[src/rtl/poe_pd_pkg.sv]
package poe_pd_pkg;

    typedef enum logic [1:0] {
        ST_DETECT   = 2'd0,
        ST_CLASSIFY = 2'd1,
        ST_INRUSH   = 2'd2,
        ST_POWER    = 2'd3
    } pd_state_t;

    // synchronized comparator bit positions
    localparam int IN_AON  = 0;
    localparam int IN_BOFF = 1;
    localparam int IN_WIN  = 2;
    localparam int IN_VDSL = 3;
    localparam int IN_VDSH = 4;
    localparam int IN_VGS  = 5;
    localparam int IN_OT   = 6;
    localparam int IN_AUX  = 7;
    localparam int NUM_IN  = 8;

    // qualifier slots
    localparam int Q_ON   = 0;
    localparam int Q_OFF  = 1;
    localparam int Q_PG   = 2;
    localparam int Q_VDSH = 3;
    localparam int NUM_Q  = 4;

endpackage

[src/rtl/poe_pd_sync.sv]
module poe_pd_sync #(
    parameter int WIDTH  = 8,
    parameter int STAGES = 2
) (
    input  logic             clk,
    input  logic             rst_n,
    input  logic [WIDTH-1:0] d,
    output logic [WIDTH-1:0] q
);
    logic [STAGES-1:0][WIDTH-1:0] chain;

    always_ff @(posedge clk or negedge rst_n) begin
        if (!rst_n) begin
            chain <= '0;
        end else begin
            chain[0] <= d;
            for (int i = 1; i < STAGES; i++) begin
                chain[i] <= chain[i-1];
            end
        end
    end

    assign q = chain[STAGES-1];
endmodule

[src/rtl/poe_pd_qual.sv]
module poe_pd_qual #(
    parameter int LIMIT = 16
) (
    input  logic clk,
    input  logic rst_n,
    input  logic cond,
    output logic done
);
    localparam int W = (LIMIT < 2) ? 1 : $clog2(LIMIT + 1);
    localparam logic [W-1:0] CMAX = W'(LIMIT);

    logic [W-1:0] cnt;

    always_ff @(posedge clk or negedge rst_n) begin
        if (!rst_n) begin
            cnt <= '0;
        end else if (!cond) begin
            cnt <= '0;
        end else if (cnt != CMAX) begin
            cnt <= cnt + 1'b1;
        end
    end

    // qualified only while the condition is still present
    assign done = cond && (cnt == CMAX);
endmodule

[src/rtl/poe_pd_seq.sv]
module poe_pd_seq
    import poe_pd_pkg::*;
#(
    parameter int SYNC_STAGES    = 2,
    parameter int UV_FILT_CYCLES = 25_000_000,
    parameter int PG_FILT_CYCLES = 25_000_000
) (
    input  logic clk,
    input  logic rst_n,
    input  logic vin_above_on,
    input  logic vin_below_off,
    input  logic vin_in_class,
    input  logic vds_under_1v,
    input  logic vds_over_10v,
    input  logic vgs_over_2v,
    input  logic temp_fault,
    input  logic aux_request,
    output logic det_pull_en,
    output logic class_src_en,
    output logic pass_sw_en,
    output logic ilim_oper_sel,
    output logic pgood_pull_low
);
    logic [NUM_IN-1:0] raw_in, syn_in;
    logic [NUM_Q-1:0]  q_cond, q_done;
    pd_state_t         state_q, state_d;

    logic aon_s, boff_s, win_s, vdsl_s, vdsh_s, vgs_s, ot_s, aux_s;

    assign raw_in[IN_AON]  = vin_above_on;
    assign raw_in[IN_BOFF] = vin_below_off;
    assign raw_in[IN_WIN]  = vin_in_class;
    assign raw_in[IN_VDSL] = vds_under_1v;
    assign raw_in[IN_VDSH] = vds_over_10v;
    assign raw_in[IN_VGS]  = vgs_over_2v;
    assign raw_in[IN_OT]   = temp_fault;
    assign raw_in[IN_AUX]  = aux_request;

    poe_pd_sync #(.WIDTH(NUM_IN), .STAGES(SYNC_STAGES)) u_sync (
        .clk  (clk),
        .rst_n(rst_n),
        .d    (raw_in),
        .q    (syn_in)
    );

    assign aon_s  = syn_in[IN_AON];
    assign boff_s = syn_in[IN_BOFF];
    assign win_s  = syn_in[IN_WIN];
    assign vdsl_s = syn_in[IN_VDSL];
    assign vdsh_s = syn_in[IN_VDSH];
    assign vgs_s  = syn_in[IN_VGS];
    assign ot_s   = syn_in[IN_OT];
    assign aux_s  = syn_in[IN_AUX];

    logic switch_state;
    assign switch_state = (state_q == ST_INRUSH) || (state_q == ST_POWER);

    // qualifying conditions, gated by state so each counter restarts on entry
    assign q_cond[Q_ON]   = (state_q == ST_CLASSIFY) && aon_s;
    assign q_cond[Q_OFF]  = boff_s && (switch_state ||
                            ((state_q == ST_CLASSIFY) && !win_s));
    assign q_cond[Q_PG]   = (state_q == ST_INRUSH) && vdsl_s && vgs_s && !ot_s;
    assign q_cond[Q_VDSH] = (state_q == ST_POWER) && vdsh_s && !aux_s;

    for (genvar g = 0; g < NUM_Q; g++) begin : g_qual
        localparam int LIM = (g == Q_ON || g == Q_OFF) ? UV_FILT_CYCLES
                                                        : PG_FILT_CYCLES;
        poe_pd_qual #(.LIMIT(LIM)) u_qual (
            .clk  (clk),
            .rst_n(rst_n),
            .cond (q_cond[g]),
            .done (q_done[g])
        );
    end

    // next-state logic
    always_comb begin
        state_d = state_q;
        unique case (state_q)
            ST_DETECT: begin
                if (win_s) state_d = ST_CLASSIFY;
            end
            ST_CLASSIFY: begin
                if (q_done[Q_OFF])     state_d = ST_DETECT;
                else if (q_done[Q_ON]) state_d = ST_INRUSH;
            end
            ST_INRUSH: begin
                if (q_done[Q_OFF])     state_d = ST_DETECT;
                else if (q_done[Q_PG]) state_d = ST_POWER;
            end
            ST_POWER: begin
                if (q_done[Q_OFF])                 state_d = ST_DETECT;
                else if (ot_s || q_done[Q_VDSH])   state_d = ST_INRUSH;
            end
        endcase
    end

    // state register
    always_ff @(posedge clk or negedge rst_n) begin
        if (!rst_n) state_q <= ST_DETECT;
        else        state_q <= state_d;
    end

    // outputs
    always_comb begin
        det_pull_en    = 1'b0;
        class_src_en   = 1'b0;
        pass_sw_en     = 1'b0;
        ilim_oper_sel  = 1'b0;
        pgood_pull_low = 1'b1;
        unique case (state_q)
            ST_DETECT: begin
                det_pull_en = 1'b1;
            end
            ST_CLASSIFY: begin
                class_src_en = win_s && !ot_s;
            end
            ST_INRUSH: begin
                pass_sw_en = !ot_s && !aux_s;
            end
            ST_POWER: begin
                pass_sw_en     = !ot_s && !aux_s;
                ilim_oper_sel  = !ot_s;
                pgood_pull_low = ot_s;
            end
        endcase
    end
endmodule

[config.mk]
export PLATFORM = sky130hd
export DESIGN_NAME = poe_pd_seq
export DESIGN_NICKNAME = d
export VERILOG_FILES = /design/src/rtl/poe_pd_pkg.sv /design/src/rtl/poe_pd_sync.sv /design/src/rtl/poe_pd_qual.sv /design/src/rtl/poe_pd_seq.sv
export SDC_FILE = /design/constraint.sdc
export NUM_CORES = 1
export LEC_CHECK = 0
export ABC_CLOCK_PERIOD_IN_PS = 2000
export BUFFER_PORTS_ARGS = -buffer_cell sky130_fd_sc_hd__buf_2
export CAP_MARGIN = 20
export CELL_PAD_IN_SITES_DETAIL_PLACEMENT = 0
export CELL_PAD_IN_SITES_GLOBAL_PLACEMENT = 1
export CORE_MARGIN = 10
export CORE_UTILIZATION = 45
export DETAILED_ROUTE_END_ITERATION = 6
export PLACE_DENSITY_LB_ADDON = 0.1
export SLEW_MARGIN = 5
export SYNTH_ARGS = -nofsm -noshare
export SYNTH_HDL_FRONTEND = slang
export SYNTH_SLANG_ARGS = --single-unit
export TNS_END_PERCENT = 10
[constraint.sdc]
create_clock -name clk -period 2 [get_ports clk]
set_input_delay 0.1 -clock clk [delete_from_list [all_inputs] [get_ports clk]]
set_output_delay 0.1 -clock clk [all_outputs]
set_load 0.01 [all_outputs]
==> flow_summary.toml <==
[global_routing]
gr-total-overflow = 0
grt_pass1_wl_um = 20500
grt_usage = 0.141
grt_max_degree = 65
antenna_found_initial = 0
grt_pass1_vias = 4207

[power]
intPower_uw = 4210
pwr-share-clk = 0.515
combPwrFrac = 0.030
p_leak_uw = 0.00281
power.net_switching_uw = 1140
power.density_nw_per_um2 = 791
peakVddDrop_uv = 549
switching_share = 0.213
seqPwrFrac = 0.455

[timing]
min_period_ns = 2.12
rsz0062_at_grt = "true"
worst_slack_ns = -0.116
maxSlewViolCount = 0
tightest_slew_ns = 0.546
setup_viol = 4
max_freq_mhz = 473
post-route-period-util = 1.06
hold_viol_final = 0
finClkSkew_ns = 0.00486
max_slew_margin = 0.631

[setup_path]
reg2reg_depth = 5
crit_type = "reg2reg"
startpoint_type = "register"
rrSetupSlack_ns = -0.12
cp.arrival_ns = 2.46
regToRegEndpoint = "state_q[0]"
endpoint_kind = "register"
reg2reg_from = "g_qual[2].u_qual.cnt[9]"
required_ns = 2.35
worstPathMaxFanout = 5

[synthesis]
yosys_warnings = 0
synth_cell_types = 41
synth_cells = 569
yosys.area_share.adder = 0.0177
ys_seq_area_frac = 0.521
syn_nets = 587
ys_ff_latch = 118
synth_top_family_by_area = "simple AND/OR/NAND/NOR gates"
syn_area_um2 = 5660
synth.top_cell.area_share = 0.521
synth_xor_xnor_area_share = 0.128
synth-simple-area-share = 0.274
syn_avg_cell_area_um2 = 9.95
synthMuxAreaShare = 0.00707
synth_compound_area_frac = 0.0298
netlist_top_cells_area = "dfrtp_1 (52%), xor2_1 (9.1%), nor2_1 (6.6%)"
yosysTopAreaCell = "dfrtp_1"

[status]
outcome = "complete, but fails checks"
failed_checks = "negative setup slack"

[min_path]
hold_path.class = "in2async"

[placed_design]
place_inst = 764
dp_hpwl_um = 7630
place_ws_ns = -0.205
gp_congestion = 0.820
port_buffers = 14

[clock_network]
cts_sinks = 118
cts_tree = "done"
root_buffer = "clkbuf_16"
cts-htree-levels = 4
clkSlewWorstSetupHoldPaths_ns = 0.05
cts_buffers = 17
cts_buffer_depth = 2
clk_latency_ns = 0.42

[route]
drtAntennaViolNets = 0
wl_per_cell_um = 14.6
vias = 4212
routed_wl_um = 11700
first_iter_violations = 289
drtPass1Iterations = 4
drcViolationCount = 0
viasPerCell = 5.23

[final_layout]
fin_cells = 805
fillers = 1082
nets = 642
final_common_cell = "dfrtp_1"
layout-drive-gt1-share = 0.118
multiInputGateArea_um2 = 2600
ff_latch_area_um2 = 2950
syn2layout_area_growth_pct = 19.5
antennaDiodeCount = 0
final_cell_mix = "dfrtp_1 (118), nor2_1 (100), xor2_1 (59), nand3_1 (39), nand4_1 (32)"

[die]
top_level_ports = 15
die_area_um2 = 17500
die_y_um = 132
rows = 40
core_um2 = 12200
die_x_um = 132
initial_utilization = 0.466

[job]
cap_violations = 0
[cell type report]
cell class,instances,area share
tap,168,0.0311
sequential,118,0.436
multi-input combinational,418,0.384
inverter,17,0.00943
clock inverter,3,0.00222
timing repair buffer,52,0.0599
clock buffer,29,0.0769
[cells in the mapped netlist]
cell,count
dfrtp_1,118
nor2_1,100
xor2_1,59
nand3_1,39
nand4_1,32
nand2_1,29
xnor2_1,24
and3_1,16
inv_1,16
clkbuf_1,15
nor4_1,13
nor3_1,12
a21oi_1,11
and4_1,11
ha_1,8
or3_1,7
nand4b_1,6
o21ai_0,6
nor4bb_1,5
or4_1,5
and2_1,4
mux2i_1,4
nor4b_1,3
o31ai_1,3
and3b_1,2
nand2b_1,2
nand3b_1,2
nor3b_1,2
o21ai_1,2
or3b_1,2
a21bo_1,1
a21oi_2,1
a2bb2oi_1,1
a31oi_1,1
and3_2,1
buf_2,1
inv_2,1
nand2_2,1
nor2b_1,1
o22a_1,1
o311ai_0,1
[flip-flops by register name (all words and copies together) (netlist names)]
register	flops
u_sync.q	8
u_sync.chain	8
g_qual.u_qual.cnt	100
state_q	2
[routing by layer]
metal	routed length (um)	part of all wire	GRT usage
met3	362	0.031	0.0412
met4	154	0.013	0.0477
met5	0	0	0
met2	5350	0.46	0.211
met1	5880	0.50	0.191
[worst max path at each step]
stage / startpoint / endpoint / cells after the start
6_report: g_qual[2].u_qual.cnt[9] / state_q[0] / 5
5_1_grt: g_qual[2].u_qual.cnt[9] / state_q[0] / 5
4_1_cts: g_qual[2].u_qual.cnt[9] / state_q[0] / 5
3_5_place_dp: g_qual[2].u_qual.cnt[9] / state_q[0] / 5
3_3_place_gp: g_qual[2].u_qual.cnt[9] / state_q[0] / 5
2_1_floorplan: g_qual[2].u_qual.cnt[10] / g_qual[2].u_qual.cnt[2] / 6
[power by group through the flow]
stage          registers [uW]  clock network (uW)  logic [uW]
3_3_place_gp             2480                   0         149
6_report                 2440                2760         160
2_1_floorplan            2470                   0        59.0
3_5_place_dp             2480                   0         152
4_1_cts                  2440                2820         166
5_1_grt                  2440                2940         184
[worst max-delay path, cell delays in order, from the launching register on]
cell     delay (ns)
dfrtp_1        0.37
or4_1          0.49
or3_1          0.33
or4_4          0.54
o22a_1         0.19
o21ai_1        0.12
[repair_timing]
action	CTS	global route
setup endpoints to repair	4	7
endpoints found under the hold margin	126	0
resized for setup	1	2
buffers inserted	0	0
hold buffers	9	0
[metrics by stage]
stage	cell area [um^2]	util	hold WS [ns]	power (uW)	setup TNS [ns]
4_1_cts	6760	0.556	0.246	5420	-0.385
2_1_floorplan	5670	-	-0.196	2530	-0.411
3_3_place_gp	6130	0.504	0.129	2630	-0.705
6_report	6770	0.557	0.221	5360	-0.374
5_1_grt	6770	0.557	0.254	5570	-0.709
3_5_place_dp	6130	0.504	0.130	2630	-0.733
[cells by family (layout without fill, tap and decap cells)]
group | count (synthesis) | after routing
AO/OA/AOI/OAI | 28 | 28
XOR/XNOR | 83 | 83
adder cells (fa/ha/maj) | 8 | 8
buffers and inverters | 33 | 101
flip-flops | 118 | 118
multiplexers | 4 | 4
AND/OR/NAND/NOR | 295 | 295
Power figures use the tool's default switching activity.
